### src/rtl/rx_alarm_pkg.sv
package rx_alarm_pkg;

  // strobes issued by the control to the datapath
  typedef struct packed {
    logic take;      // a bit is accepted this edge
    logic blockEnd;  // the accepted bit closes a 512-bit block
  } ctlStrobe_t;

  // status returned by the datapath, all describing the state after this bit
  typedef struct packed {
    logic runHit;      // consecutive-zero count has reached the active limit
    logic windowGood;  // sliding-window density test passes
    logic altGoodMet;  // window test has passed long enough for the alternative mode
    logic aisQuiet;    // current block holds few enough zeros for the all-ones alarm
  } dpStatus_t;

endpackage

### src/rtl/rx_alarm_datapath.sv
module rx_alarm_datapath
  import rx_alarm_pkg::*;
#(
  parameter int WIN         = 32,
  parameter int MIN_ONES    = 4,
  parameter int MAX_ZRUN    = 15,
  parameter int SHORT_LIMIT = 32,
  parameter int LONG_LIMIT  = 2049,
  parameter int EXT_LIMIT   = 4096,
  parameter int ALT_GOOD    = 33,
  parameter int AIS_SET_MAX = 2
) (
  input  logic       clk,
  input  logic       rstN,
  input  ctlStrobe_t strobe,
  input  logic       rxBit,
  input  logic       levelOk,
  input  logic       modeAlt,
  input  logic       extLos,
  output dpStatus_t  status
);

  localparam int RUN_W  = $clog2(EXT_LIMIT + 1);
  localparam int GOOD_W = $clog2(ALT_GOOD + 1);
  localparam int CNT_W  = $clog2(WIN + 1);
  localparam int ZER_W  = $clog2(AIS_SET_MAX + 2);
  localparam int SLICES = WIN - MAX_ZRUN;
  localparam int SPAN   = MAX_ZRUN + 1;

  logic               effBit;
  logic [RUN_W-1:0]   zeroRun, runNext, runLimit;
  logic [WIN-1:0]     window, winNext;
  logic [CNT_W-1:0]   fill, fillNext, onesNext;
  logic [GOOD_W-1:0]  goodRun, goodRunNext;
  logic [ZER_W-1:0]   blkZeros, zerosNext;
  logic [SLICES-1:0]  longRun;
  logic               goodNext;

  assign effBit = rxBit & levelOk;

  always_comb begin
    if (extLos)       runLimit = RUN_W'(EXT_LIMIT);
    else if (modeAlt) runLimit = RUN_W'(LONG_LIMIT);
    else              runLimit = RUN_W'(SHORT_LIMIT);
  end

  always_comb begin
    if (effBit)                 runNext = '0;
    else if (zeroRun < runLimit) runNext = zeroRun + 1'b1;
    else                        runNext = zeroRun;
  end

  assign winNext  = {window[WIN-2:0], effBit};
  assign fillNext = (fill < CNT_W'(WIN)) ? fill + 1'b1 : fill;
  assign onesNext = CNT_W'($countones(winNext));

  // every span of MAX_ZRUN+1 bits that is all zeros marks a run that is too long
  for (genvar i = 0; i < SLICES; i++) begin : gSlice
    assign longRun[i] = ~|winNext[i +: SPAN];
  end

  assign goodNext = (fillNext == CNT_W'(WIN)) &&
                    (onesNext >= CNT_W'(MIN_ONES)) && !(|longRun);

  always_comb begin
    if (!goodNext)                      goodRunNext = '0;
    else if (goodRun < GOOD_W'(ALT_GOOD)) goodRunNext = goodRun + 1'b1;
    else                                goodRunNext = goodRun;
  end

  always_comb begin
    if (!effBit && blkZeros < ZER_W'(AIS_SET_MAX + 1)) zerosNext = blkZeros + 1'b1;
    else                                              zerosNext = blkZeros;
  end

  assign status.runHit     = runNext >= runLimit;
  assign status.windowGood = goodNext;
  assign status.altGoodMet = goodRunNext >= GOOD_W'(ALT_GOOD);
  assign status.aisQuiet   = zerosNext <= ZER_W'(AIS_SET_MAX);

  always_ff @(posedge clk) begin
    if (!rstN) begin
      zeroRun  <= '0;
      window   <= '0;
      fill     <= '0;
      goodRun  <= '0;
      blkZeros <= '0;
    end else if (strobe.take) begin
      zeroRun  <= runNext;
      window   <= winNext;
      fill     <= fillNext;
      goodRun  <= goodRunNext;
      blkZeros <= strobe.blockEnd ? '0 : zerosNext;
    end
  end

  AST_ONE_RESTARTS_RUN: assert property (@(posedge clk) disable iff (!rstN)
    strobe.take && rxBit && levelOk |=> zeroRun == '0);
  AST_LOW_LEVEL_IS_ZERO: assert property (@(posedge clk) disable iff (!rstN)
    strobe.take && !levelOk && (zeroRun < runLimit) |=> zeroRun != '0);
  AST_IDLE_KEEPS_STATE: assert property (@(posedge clk) disable iff (!rstN)
    !strobe.take |=> $stable(zeroRun) && $stable(window) && $stable(blkZeros));

endmodule

### src/rtl/rx_alarm_control.sv
module rx_alarm_control
  import rx_alarm_pkg::*;
#(
  parameter int BLOCK = 512
) (
  input  logic       clk,
  input  logic       rstN,
  input  logic       bitEn,
  input  logic       modeAlt,
  input  dpStatus_t  status,
  output ctlStrobe_t strobe,
  output logic       rlos,
  output logic       ais
);

  localparam int BLK_W = $clog2(BLOCK);

  logic [BLK_W-1:0] blockCnt;
  logic             rlosQ, aisQ;
  logic             clearOk;

  assign strobe.take     = bitEn;
  assign strobe.blockEnd = bitEn && (blockCnt == BLK_W'(BLOCK - 1));

  assign clearOk = status.windowGood && (!modeAlt || status.altGoodMet);

  always_ff @(posedge clk) begin
    if (!rstN) begin
      blockCnt <= '0;
      rlosQ    <= 1'b0;
      aisQ     <= 1'b0;
    end else if (strobe.take) begin
      blockCnt <= strobe.blockEnd ? '0 : blockCnt + 1'b1;
      if (status.runHit)       rlosQ <= 1'b1;
      else if (rlosQ && clearOk) rlosQ <= 1'b0;
      if (strobe.blockEnd)     aisQ <= status.aisQuiet;
    end
  end

  assign rlos = rlosQ;
  assign ais  = aisQ;

  AST_DECLARE_ON_RUN: assert property (@(posedge clk) disable iff (!rstN)
    strobe.take && status.runHit |=> rlosQ);
  AST_HOLD_WITHOUT_WINDOW: assert property (@(posedge clk) disable iff (!rstN)
    rlosQ && strobe.take && !status.windowGood |=> rlosQ);
  AST_ALT_WAITS: assert property (@(posedge clk) disable iff (!rstN)
    rlosQ && strobe.take && modeAlt && !status.altGoodMet |=> rlosQ);
  AST_AIS_AT_BOUNDARY: assert property (@(posedge clk) disable iff (!rstN)
    !strobe.blockEnd |=> $stable(aisQ));
  AST_IDLE_NO_ALARM_CHANGE: assert property (@(posedge clk) disable iff (!rstN)
    !bitEn |=> $stable(rlosQ) && $stable(aisQ));

endmodule

### src/rtl/rx_alarm_monitor.sv
module rx_alarm_monitor
  import rx_alarm_pkg::*;
#(
  parameter int WIN         = 32,
  parameter int MIN_ONES    = 4,
  parameter int MAX_ZRUN    = 15,
  parameter int SHORT_LIMIT = 32,
  parameter int LONG_LIMIT  = 2049,
  parameter int EXT_LIMIT   = 4096,
  parameter int ALT_GOOD    = 33,
  parameter int BLOCK       = 512,
  parameter int AIS_SET_MAX = 2
) (
  input  logic clk,
  input  logic rstN,
  input  logic bitEn,
  input  logic rxBit,
  input  logic levelOk,
  input  logic modeAlt,
  input  logic extLos,
  output logic rlos,
  output logic ais
);

  ctlStrobe_t strobe;
  dpStatus_t  status;

  rx_alarm_datapath #(
    .WIN(WIN), .MIN_ONES(MIN_ONES), .MAX_ZRUN(MAX_ZRUN),
    .SHORT_LIMIT(SHORT_LIMIT), .LONG_LIMIT(LONG_LIMIT), .EXT_LIMIT(EXT_LIMIT),
    .ALT_GOOD(ALT_GOOD), .AIS_SET_MAX(AIS_SET_MAX)
  ) uDatapath (
    .clk(clk), .rstN(rstN), .strobe(strobe), .rxBit(rxBit),
    .levelOk(levelOk), .modeAlt(modeAlt), .extLos(extLos), .status(status)
  );

  rx_alarm_control #(
    .BLOCK(BLOCK)
  ) uControl (
    .clk(clk), .rstN(rstN), .bitEn(bitEn), .modeAlt(modeAlt),
    .status(status), .strobe(strobe), .rlos(rlos), .ais(ais)
  );

  AST_RESET_QUIET: assert property (@(posedge clk)
    !rstN |=> !rlos && !ais);

endmodule

### config.mk
export PLATFORM = sky130hd
export DESIGN_NAME = rx_alarm_monitor
export DESIGN_NICKNAME = d
export VERILOG_FILES = /design/src/rtl/rx_alarm_pkg.sv /design/src/rtl/rx_alarm_datapath.sv /design/src/rtl/rx_alarm_control.sv /design/src/rtl/rx_alarm_monitor.sv
export SDC_FILE = /design/constraint.sdc
export NUM_CORES = 1
export LEC_CHECK = 0
export BUFFER_PORTS_ARGS = -buffer_cell sky130_fd_sc_hd__buf_2
export CAP_MARGIN = 5
export CORE_ASPECT_RATIO = 1.1
export CORE_UTILIZATION = 27
export CTS_CLUSTER_SIZE = 25
export DETAILED_ROUTE_END_ITERATION = 10
export GPL_TIMING_DRIVEN = 0
export PLACE_DENSITY_LB_ADDON = 0.1
export SLEW_MARGIN = 25
export SYNTH_ARGS = -nofsm -noshare
export SYNTH_HDL_FRONTEND = slang
export SYNTH_SLANG_ARGS = --single-unit
export TNS_END_PERCENT = 30
### constraint.sdc
create_clock -name clk -period 8.5 [get_ports clk]
set_input_delay 0.85 -clock clk [delete_from_list [all_inputs] [get_ports clk]]
set_output_delay 0.85 -clock clk [all_outputs]
set_load 0.02 [all_outputs]
==> out/summary.txt, run 1 <==
Achievable frequency: 0.156 GHz
Worst Hold Launch: uDatapath.zeroRun[12]
Post_cts resized: 0
Most frequent cell on the critical path: fa_1
Status: finished clean
Dominant cells by area after synthesis: dfxtp_1 27%, ha_1 13%, fa_1 10%
Tot GR Track Use: 13.8%
Number of iterations in the first detailed-routing pass: 4
Hold crit path type: register to register
Nets: 694
Setup TNS: 0 ns
Clock net sink count: 69
Post-Synthesis Net Count: 676
R2R depth: 20
Share of layout cells above drive strength 1: 7.03%
Initial antenna violation count: 0
Hold bufs inserted after CTS: 0
Core footprint: 0.0184 sq mm
Sw Ratio: 25.8%
Hold Crit Endpoint: uDatapath.zeroRun[12]
Width of the chip: 133 microns
CP max stage delay: 0.56 ns
Clock Skew: 0.00862 ns
Rows: 52
Main flop type after synthesis: dfxtp_1
Area growth syn-to-layout: 12.1%
Vias in the first global route: 4007
CP required: 8.76 ns
Antenna Cells: 0
Synthesized area: 0.00509 sq mm
Post-DR wirelength/cell: 14.5 microns
Via count: 3945
Arrival time worst endpoint: 6.67 ns
Initial Util: 27.6%
Worst slew pin tran: 0.772 ns
Routed WL: 12400 microns
Final worst setup slack: 2.09 ns
Dpl hpwl: 9530 microns
Largest net degree at the start of global routing: 13
I/O Buffers: 7
DR vias/cell: 4.61
Min Tclk post-route: 6.41 ns
Setup violators final: 0
R2R Setup Slk: 2.54 ns
Area leader, netlist: dfxtp_1
Critical path endpoint category: register
Synth Warn #: 0
Die area: 0.0194 sq mm
RSZ-0062 raised after global routing: false
Post-synth EDFFs: 0
DRT antenna net count: 0
Final Cycle Share: 75.4%
Critical Path Fanout Max: 10
Slew headroom: 48.5%
Cell breakdown of the critical path: buf_2, nand2_1, inv_1, buf_2, ha_1, inv_1, fa_1, inv_1, fa_1, fa_1, fa_1, ha_1, inv_1, fa_1, a211oi_1, mux2i_1, nor4_1, nor4_1, and3_1, buf_2, a311o_1, o211ai_1
TritonCTS buffer count: 9
Global-route wire length before repair: 20800 microns
Yosys top cell area share: 27.2%
Max Buffers Root-to-Sink: 2
CP Launch Type: input pin
Power share of the combinational group: 8.1%
Hold Violations, Final: 0
Peak supply drop: 0.0892 mV
R2r endpoint: uControl.rlos
Clock-pin slew on the worst setup and hold paths: 0.06 ns
Post-synth ARST share: 0%
Htree depth: 3
Clk root buf: clkbuf_16
Reg power frac: 44.5%
FF-to-FF Start: uDatapath.window[15]
Hold path depth: 2
First DRT Iteration DRCs: 212
Cell-internal power: 0.554 mW
Slowest CP cell: fa_1
Setup Buffers After CTS: 0
Post-Place Worst Slack: 1.65 ns
Avg Inst Size Synth: 8.62 sq um
Residual DRC count: 0
CTS tree: built
Post-synthesis sequential area ratio: 27.2%
Die Y: 146 microns
Distinct cells, synth: 62
Synth Register Bits: 69
Design Power: 0.747 mW
Clk network pwr share: 47.4%
Mapped Cells: 590
Power per cell area: 131 mW/mm^2
Static Leak: 2.46 nW
Max cap viols: 0
Insertion delay to the later sink of the worst-skew pair: 0.34 ns
Switching power: 0.193 mW
I/O Pins: 9
Max-slew violations: 0
Worst Setup Path Type: input pin to register
Grt ovf: 0
Routability Congestion: 0.825
-- synthesized netlist by cell type, types with 3 or more instances --
cell type / count
nor2_1: 90
inv_1: 87
dfxtp_1: 69
ha_1: 53
mux2i_1: 37
nand2_1: 33
fa_1: 26
a21oi_1: 23
o21ai_0: 17
xor2_1: 14
clkbuf_1: 12
nand4_1: 11
nand3_1: 10
nor3_1: 9
and3_1: 7
nor4_1: 7
xnor2_1: 7
a22oi_1: 6
a31oi_1: 5
and2_1: 4
nand2b_1: 4
or3_1: 4
nand3b_1: 3
nand4b_1: 3
o22ai_1: 3
-- stage by stage --
step,hold WS (ns),instances,instance area (sq um),utilization (%)
final,0.506,855,5700,31.0
after global routing,0.544,855,5700,31.0
after CTS,0.505,855,5700,31.0
after detailed placement,0.498,840,5430,29.5
after global placement,0.487,840,5430,29.5
after floorplan,0.468,590,5090,-
-- per-layer routing --
metal | global-route usage (%) | up-vias | wire (microns) | share of wire (%)
met5 | 0 | - | 0 | 0
met4 | 5.57 | 0 | 247 | 2.0
met1 | 17.6 | 1875 | 5940 | 48
met2 | 23.0 | 39 | 6010 | 48
li1 | - | 2011 | - | -
met3 | 2.47 | 20 | 216 | 1.7
-- layout make-up --
class | instances | area, sq um
well taps | 243 | 304
multi-input cells | 414 | 3270
repair buffers | 7 | 35.0
plain buffers | 19 | 101
flip-flops and latches | 69 | 1380
fillers | 1951 | 12700
inverters | 88 | 330
clock inverters | 5 | 36.3
clock buffers | 10 | 239
-- registers in the layout, summed over array words and instances (netlist names) --
register and count:
uDatapath.window 31, uControl.blockCnt 9, uDatapath.goodRun 6, uControl.rlos 1, uControl.ais 1, uDatapath.blkZeros 2
uDatapath.zeroRun 13, uDatapath.fill 6
-- logic make-up (layout without fill, tap and decap cells) --
group / Yosys count / count (layout) / share of synthesized area [%]
AOI/OAI and AO/OA: 77 / 77 / 10.3
xor gates and xnor gates: 21 / 21 / 3.62
adders and majority gates: 79 / 79 / 23.3
buffers and inverters: 107 / 129 / 8.48
DFF: 69 / 69 / 27.2
muxes: 39 / 39 / 7.72
and+or+nand+nor: 198 / 198 / 19.5
-- worst max path at each step --
stage                       start       endpoint  slack [ns]  cells past startpoint
final                       rxBit  uControl.rlos        2.09                     22
after global routing      levelOk  uControl.rlos        1.75                     22
after CTS                   rxBit  uControl.rlos        2.01                     22
after detailed placement    rxBit  uControl.rlos        1.65                     22
after global placement      rxBit  uControl.rlos        1.65                     22
after floorplan             rxBit  uControl.rlos        3.01                     21
-- cell usage in the layout, fill, tap and decap left out, types with 3 or more instances in the layout --
| cell | Yosys | final |
|---|---|---|
| a21oi_1 | 23 | 23 |
| buf_2 | 2 | 9 |
| a22oi_1 | 6 | 6 |
| nand3_1 | 10 | 10 |
| xnor2_1 | 7 | 7 |
| inv_1 | 87 | 87 |
| nand2_1 | 33 | 33 |
| and3_1 | 7 | 7 |
| nor4_1 | 7 | 7 |
| ha_1 | 53 | 53 |
| nor2_1 | 90 | 90 |
| o21ai_0 | 17 | 17 |
| clkinvlp_4 | 0 | 3 |
| nand3b_1 | 3 | 3 |
| dfxtp_1 | 69 | 69 |
| clkbuf_16 | 0 | 9 |
| fa_1 | 26 | 26 |
| nor3_1 | 9 | 9 |
| clkbuf_8 | 2 | 3 |
| clkbuf_1 | 12 | 12 |
| a31oi_1 | 5 | 5 |
| and2_1 | 4 | 4 |
| nand4b_1 | 3 | 3 |
| nand4_1 | 11 | 11 |
| mux2i_1 | 37 | 37 |
| or3_1 | 4 | 4 |
| nand2b_1 | 4 | 4 |
| o22ai_1 | 3 | 3 |
| xor2_1 | 14 | 14 |
-- power groups by stage --
stage	sequential, mW	combinational, mW	clock (mW)
6_report	0.332	0.0603	0.354
5_1_grt	0.333	0.0679	0.381
4_1_cts	0.332	0.0614	0.368
3_5_place_dp	0.340	0.0611	0
3_3_place_gp	0.339	0.0606	0
2_1_floorplan	0.339	0.0437	0
-- critical path: cells and delay by family --
| kind | cells | cell delay [ns] |
|---|---|---|
| simple gates | 4 | 1.11 |
| buf+inv | 7 | 1.19 |
| compound gates | 3 | 0.64 |
| fa+ha+maj | 7 | 2.75 |
| mux | 1 | 0.10 |
Power figures use the tool's default switching activity.
==> inputs of run 2 (changes only) <==
- clock period: 8.5 -> 5.4 ns (I/O delays scaled with it)
==> run 2 against run 1 <==
Against the previous run: register-to-register slack lost 2.5 ns; cell count grew 0.70%; sequential cell count is the same; count of clock-buffer cells in the layout is the same; setup slack lost 2.0 ns; sequential power grew 56%; via count grew 0.94%; clock power grew 58%; critical path depth shrank 1.
==> out/summary.txt, run 2 (same netlist as run 1, synthesis figures left out) <==
Status: finished clean
Peak supply drop: 0.140 mV (+57%)
Dpl hpwl: 9530 microns (unchanged)
Max Buffers Root-to-Sink: 2 (unchanged)
CP required: 5.67 ns (-3.09 ns)
Die Y: 146 microns (unchanged)
Final Cycle Share: 99.1%
Placed insts: 840 (unchanged)
Hold Violations, Final: 0 (unchanged)
Most frequent cell on the critical path: inv_2
Share of layout cells above drive strength 1: 17.0% (+10 points)
Routability Congestion: 0.825 (unchanged)
Rows: 52 (unchanged)
TritonCTS buffer count: 9 (unchanged)
First DRT Iteration DRCs: 151 (-29%)
Nets: 700 (+0.86%)
Min Tclk post-route: 5.35 ns
Residual DRC count: 0 (unchanged)
Worst Setup Path Type: register to register
Tot GR Track Use: 13.8% (about the same)
Largest net degree at the start of global routing: 13 (unchanged)
Worst slew pin tran: 0.766 ns (-0.00663 ns)
Clock Skew: 0.00862 ns (-0.00000475 ns)
CTS tree: built
Register with the most flip-flops: uDatapath.window
Static Leak: 2.50 nW (+2.0%)
Clock net sink count: 69 (unchanged)
Htree depth: 3 (unchanged)
DR vias/cell: 4.62 (+0.23%)
Clock-pin slew on the worst setup and hold paths: 0.06 ns (about the same)
Width of the chip: 133 microns (unchanged)
Slowest CP cell: fa_1
CP Launch Type: register
Most frequent cells in the layout: 90 x nor2_1, 72 x inv_1, 47 x ha_1
I/O Pins: 9 (unchanged)
Post-DR wirelength/cell: 14.6 microns (+0.52%)
FF-to-FF Start: uDatapath.window[9]
RSZ-0062 raised after global routing: true
Max reg flops: 31 (unchanged)
Antenna Cells: 0 (unchanged)
Arrival time worst endpoint: 5.62 ns (-1.05 ns)
Final worst setup slack: 0.0469 ns (-2.05 ns)
DRT antenna net count: 0 (unchanged)
Max-slew violations: 0 (unchanged)
Critical path endpoint category: register
Cell breakdown of the critical path: inv_2, ha_4, inv_2, fa_1, inv_1, fa_2, inv_2, fa_2, inv_2, fa_1, fa_1, ha_2, inv_2, fa_2, a211oi_2, mux2i_1, nor4_2, nor4_1, and3_4, a311o_1, o211ai_1
Post-Place Worst Slack: -1.14 ns (-2.79 ns)
Final core utilization: 32.1% (+1.1 points)
CP max stage delay: 0.53 ns (-0.03 ns)
Clk root buf: clkbuf_16
Hold crit path type: register to register
Grt ovf: 0 (unchanged)
Number of iterations in the first detailed-routing pass: 5 (+1)
Setup TNS: 0 ns (unchanged)
Vias in the first global route: 4014 (+0.17%)
Achievable frequency: 0.187 GHz
Max cap viols: 0 (unchanged)
Post-Layout Cell Count: 861 (+0.70%)
Top flop regs: uDatapath.window: 31 flops, uDatapath.zeroRun: 13 flops, uControl.blockCnt: 9 flops
Power per cell area: 198 mW/mm^2 (+51%)
Area growth syn-to-layout: 16.2%
Setup violators final: 0 (unchanged)
Via count: 3982 (+0.94%)
Initial antenna violation count: 0 (unchanged)
Die area: 0.0194 sq mm (unchanged)
Global-route wire length before repair: 20800 microns (about the same)
R2R Setup Slk: 0.05 ns (-2.49 ns)
Worst Hold Slack: 0.506 ns (+0.0000240 ns)
Routed WL: 12600 microns (+1.2%)
Slew headroom: 49.0% (+0.44 points)
Critical Path Fanout Max: 7 (-3)
R2r endpoint: uControl.rlos
Initial Util: 27.6% (unchanged)
CP endpoint: uControl.rlos
Commonest non-fill, non-tap cell in the layout: nor2_1
Insertion delay to the later sink of the worst-skew pair: 0.34 ns (about the same)
Core footprint: 0.0184 sq mm (unchanged)
R2R depth: 21 (+5.0%)
I/O Buffers: 7 (unchanged)
Crit path from: uDatapath.window[9]
## run 2: cell types whose count changed in the layout (fill, tap and decap cells not counted), moves of 5 or more
cell / previous run / this run
buf_4: 2 / 10
dfxtp_1: 69 / 45
dfxtp_2: 0 / 11
dfxtp_4: 0 / 13
fa_1: 26 / 21
fa_2: 0 / 5
ha_1: 53 / 47
inv_1: 87 / 72
inv_2: 1 / 15
## run 2: timing repair
action,CTS,global route
resized for setup,18,55
pin swaps,7,20
setup buffers,2,5
hold buffers,0,0
gates cloned,0,0
setup endpoints to repair,7,7
## run 2: how the worst min path moves through the flow
stage	start	to	cells past startpoint	slack, ns
after floorplan	uDatapath.zeroRun[12]	uDatapath.zeroRun[12]	2	0.47
after global placement	uDatapath.zeroRun[12]	uDatapath.zeroRun[12]	2	0.49
after detailed placement	uDatapath.zeroRun[12]	uDatapath.zeroRun[12]	2	0.50
after CTS	uDatapath.zeroRun[12]	uDatapath.zeroRun[12]	2	0.51
after global routing	uDatapath.window[30]	uDatapath.window[30]	2	0.54
final	uDatapath.zeroRun[12]	uDatapath.zeroRun[12]	2	0.51
## run 2: stage by stage
stage                     cell area, sq um  total power, mW
final                                 5910             1.17
after global routing                  5910             1.23
after CTS                             5750             1.20
after detailed placement              5430            0.631
after global placement                5430            0.629
after floorplan                       5090            0.602
## run 2: layer usage
metal / up-vias / wire, microns / GRT usage, %
li1: 2020 / - / -
met1: 1898 / 5850 / 17.4
met2: 44 / 6170 / 23.2
met3: 20 / 326 / 2.47
met4: 0 / 223 / 5.57
met5: - / 0 / 0
## run 2: where the power goes
group | internal (mW) | leakage, nW | total, mW | switching [mW]
Clock | 0.321 | 0.127 | 0.559 | 0.238
Sequential | 0.509 | 0.573 | 0.517 | 0.00760
Combinational | 0.0355 | 1.80 | 0.0957 | 0.0603
## run 2: cell type report
class,count,area (sq um)
plain buffers,18,98.8
multi-input cells,414,3370
repair buffers,14,87.6
well taps,243,304
fillers,1935,12500
clock buffers,10,239
flip-flops and latches,69,1440
clock inverters,5,36.3
inverters,88,333
## run 2: critical path: cells and delay by family (launching register included)
family	cells	cell delay, ns
buffers and inverters	6	0.27
adder cells (fa/ha/maj)	8	3.17
AO/OA/AOI/OAI	3	0.56
multiplexers	1	0.11
flip-flops	1	0.37
AND/OR/NAND/NOR	3	0.80
==> inputs of run 3 (changes only) <==
- BUFFER_PORTS_ARGS: -buffer_cell sky130_fd_sc_hd__buf_2 -> not set
- DONT_BUFFER_PORTS: not set -> 1
- SYNTH_HIERARCHICAL: not set -> 1
==> run 3 against run 2 <==
Against the previous run: the flow now finishes with violations (negative setup slack); clock skew shrank 0.0041 ns; design area decreased by 7.8%; area after synthesis shrank 8.2%; core utilization rose by 0.055 points; highest routed layer unchanged; largest cell class unchanged; sequential share of layout area increased by 1.3 points.
==> out/summary.txt, run 3 <==
Status: finished, violations left
Failing checks: negative setup slack
Initial Util: 27.6% (-0.073 points)
Clock net sink count: 69 (unchanged)
Routed WL: 11300 microns (-9.9%)
DRT antenna net count: 0 (unchanged)
Residual DRC count: 0 (unchanged)
Die area: 0.0178 sq mm (-8.1%)
Compound-Gate Fraction of Synth Area: 12.7% (+2.4 points)
Slew headroom: 49.5% (+0.50 points)
Commonest non-fill, non-tap cell in the layout: dfxtp_1
Achievable frequency: 0.181 GHz (-3.3%)
Clk root buf: clkbuf_16
Hold crit path type: input pin to register
Insertion delay to the later sink of the worst-skew pair: 0.33 ns (about the same)
Antenna Cells: 0 (unchanged)
Critical path endpoint category: register
Setup TNS: -0.225 ns (-0.225 ns)
Most frequent cells in the layout: 57 x dfxtp_1, 49 x inv_1, 44 x nor2b_1
CP required: 5.62 ns (-0.05 ns)
Post-synth EDFFs: 0 (unchanged)
Final Cycle Share: 103% (+3.4 points)
Area growth syn-to-layout: 16.7%
Peak supply drop: 0.113 mV (-19%)
Max-slew violations: 0 (unchanged)
Power per cell area: 243 mW/mm^2 (+22%)
TritonCTS buffer count: 9 (unchanged)
Via count: 3668 (-7.9%)
Proportion of synthesized area in mux cells: 7.93% (+0.20 points)
Dpl hpwl: 8560 microns (-10%)
Rows: 50 (-3.8%)
Avg Inst Size Synth: 8.88 sq um (+3.0%)
Share of layout cells above drive strength 1: 14.2% (-2.8 points)
Arrival time worst endpoint: 5.76 ns (+0.14 ns)
I/O Buffers: 0 (-7)
Synthesized area: 0.00467 sq mm (-8.2%)
Post-Synthesis Net Count: 579 (-14%)
Initial antenna violation count: 0 (unchanged)
Width of the chip: 127 microns (-4.1%)
First DRT Iteration DRCs: 158 (+4.6%)
Htree depth: 3 (unchanged)
Synth Warn #: 6 (+6)
Clock Skew: 0.00448 ns (-0.00414 ns)
Main combinational cell family by area after synthesis: simple AND/OR/NAND/NOR gates
Vias in the first global route: 3673 (-8.5%)
# fillers: 1782 (-7.9%)
Final worst setup slack: -0.138 ns (-0.185 ns)
Min Tclk post-route: 5.54 ns (+0.185 ns)
Worst Setup Path Type: input pin to register
Number of iterations in the first detailed-routing pass: 4 (-1)
Worst slew pin tran: 0.750 ns (-0.0157 ns)
Register with the most flip-flops: uDatapath/window
CTS tree: built
Dominant cells by area after synthesis: dfxtp_1 30%, fa_1 10%, mux2i_1 7.9%
Distinct cells, synth: 64 (+3.2%)
I/O Pins: 9 (unchanged)
Placed insts: 760 (-9.5%)
Core footprint: 0.0170 sq mm (-7.9%)
Post-Synth XOR/XNOR Area: 3.37% (-0.24 points)
Global-route wire length before repair: 19000 microns (-8.8%)
Max Buffers Root-to-Sink: 2 (unchanged)
Max reg flops: 31 (unchanged)
Post-synthesis sequential area ratio: 29.6% (+2.4 points)
CP Launch Type: input pin
Post-Synth Adder-Cell Area: 16.2% (-7.1 points)
Die Y: 140 microns (-4.1%)
Tot GR Track Use: 13.7% (-0.19 points)
Clock-pin slew on the worst setup and hold paths: 0.06 ns (about the same)
RSZ-0062 raised after global routing: true
Count leader, synth: dfxtp_1
Main flop type after synthesis: dfxtp_1
Mapped Cells: 526 (-11%)
Post-Layout Cell Count: 782 (-9.2%)
Largest net degree at the start of global routing: 13 (unchanged)
Hold Violations, Final: 0 (unchanged)
DR vias/cell: 4.69 (+1.4%)
Commonest cells in the netlist: 69 x dfxtp_1, 54 x inv_1, 44 x nor2b_1
Static Leak: 2.16 nW (-14%)
Max cap viols: 0 (unchanged)
Top flop regs: uDatapath/window: 31 flops, uDatapath/zeroRun: 13 flops, uControl/blockCnt: 9 flops
Setup violators final: 3 (+3)
Post-DR wirelength/cell: 14.5 microns (-0.78%)
Nets: 596 (-15%)
Post-synthesis simple-gate area fraction: 22.9% (+3.4 points)
Area leader, netlist: dfxtp_1
Grt ovf: 0 (unchanged)
Critical Path Fanout Max: 3 (-4)
Post-synth ARST share: 0% (unchanged)
Synth Register Bits: 69 (unchanged)
Routability Congestion: 0.822 (-0.41%)
Final core utilization: 32.2% (+0.055 points)
Yosys top cell area share: 29.6% (+2.4 points)
-- run 3: layer usage --
layer / global-route usage [%] / up-vias / wire (microns)
met5: 0 / - / 0
met4: 4.57 / 0 / 137
met3: 2.56 / 11 / 319
met2: 22.6 / 58 / 5510
met1: 17.8 / 1759 / 5360
li1: - / 1840 / -
-- run 3: critical path, stage by stage --
cell and delay (ns):
and2_4 0.12, buf_6 0.09, clkinvlp_4 0.09, fa_1 0.46
fa_2 0.55, fa_1 0.43, fa_1 0.51, fa_1 0.43
fa_1 0.49, inv_1 0.04, ha_2 0.17, fa_2 0.34
and3_4 0.18, o21ai_4 0.15, nand3_2 0.12, nor4_4 0.47
inv_1 0.12, a211oi_2 0.18, nor2b_1 0.08, o21ai_1 0.12
a21boi_1 0.07
-- run 3: cell type report --
cell class / instances / area (sq um) / area share (%)
multi-input combinational: 379 / 3000 / 55.0
sequential: 69 / 1400 / 25.7
tap: 234 / 293 / 5.37
clock buffer: 11 / 253 / 4.64
inverter: 54 / 206 / 3.79
buffer: 24 / 141 / 2.59
clock inverter: 5 / 106 / 1.95
timing repair buffer: 6 / 52.6 / 0.964
-- run 3: stage by stage --
step                      area (sq um)  total power, mW  worst slack [ns]  hold slack, ns
after floorplan                   4700            0.605            -0.277           0.458
after global placement            4990            0.628             -1.11           0.469
after detailed placement          4990            0.629             -1.09           0.490
after CTS                         5440             1.35            -0.137           0.345
after global routing              5450             1.39            -0.354           0.345
final                             5450             1.32            -0.138           0.364
-- run 3: worst paths after layout --
path | start | endpoint | slack (ns) | cells past startpoint
max | rxBit | uControl/rlos | -0.14 | 21
max reg2reg | uDatapath/window[18] | uControl/rlos | -0.11 | 19
min | rstN | uControl/ais | 0.36 | 1
min reg2reg | uControl/blockCnt[6] | uControl/blockCnt[6] | 0.49 | 2
-- run 3: timing repair --
item	4_1_cts	5_1_grt
hold buffers	0	0
gates resized for setup	21	11
buffers inserted	6	0
endpoints found under the setup margin	7	6
pin swaps	4	6
-- run 3: cell families (layout without fill, tap and decap cells) --
family	after synthesis	count (layout)
AND/OR/NAND/NOR	192	192
flip-flops	69	69
multiplexers	37	37
buffers and inverters	78	100
adder cells (fa/ha/maj)	46	46
AO/OA/AOI/OAI	86	86
XOR/XNOR	18	18
-- run 3: report_power, final --
group | switching (mW) | total [mW] | internal, mW
Clock | 0.230 | 0.707 | 0.477
Combinational | 0.0528 | 0.0942 | 0.0414
Sequential | 0.00805 | 0.522 | 0.514
Total | 0.291 | 1.32 | 1.03
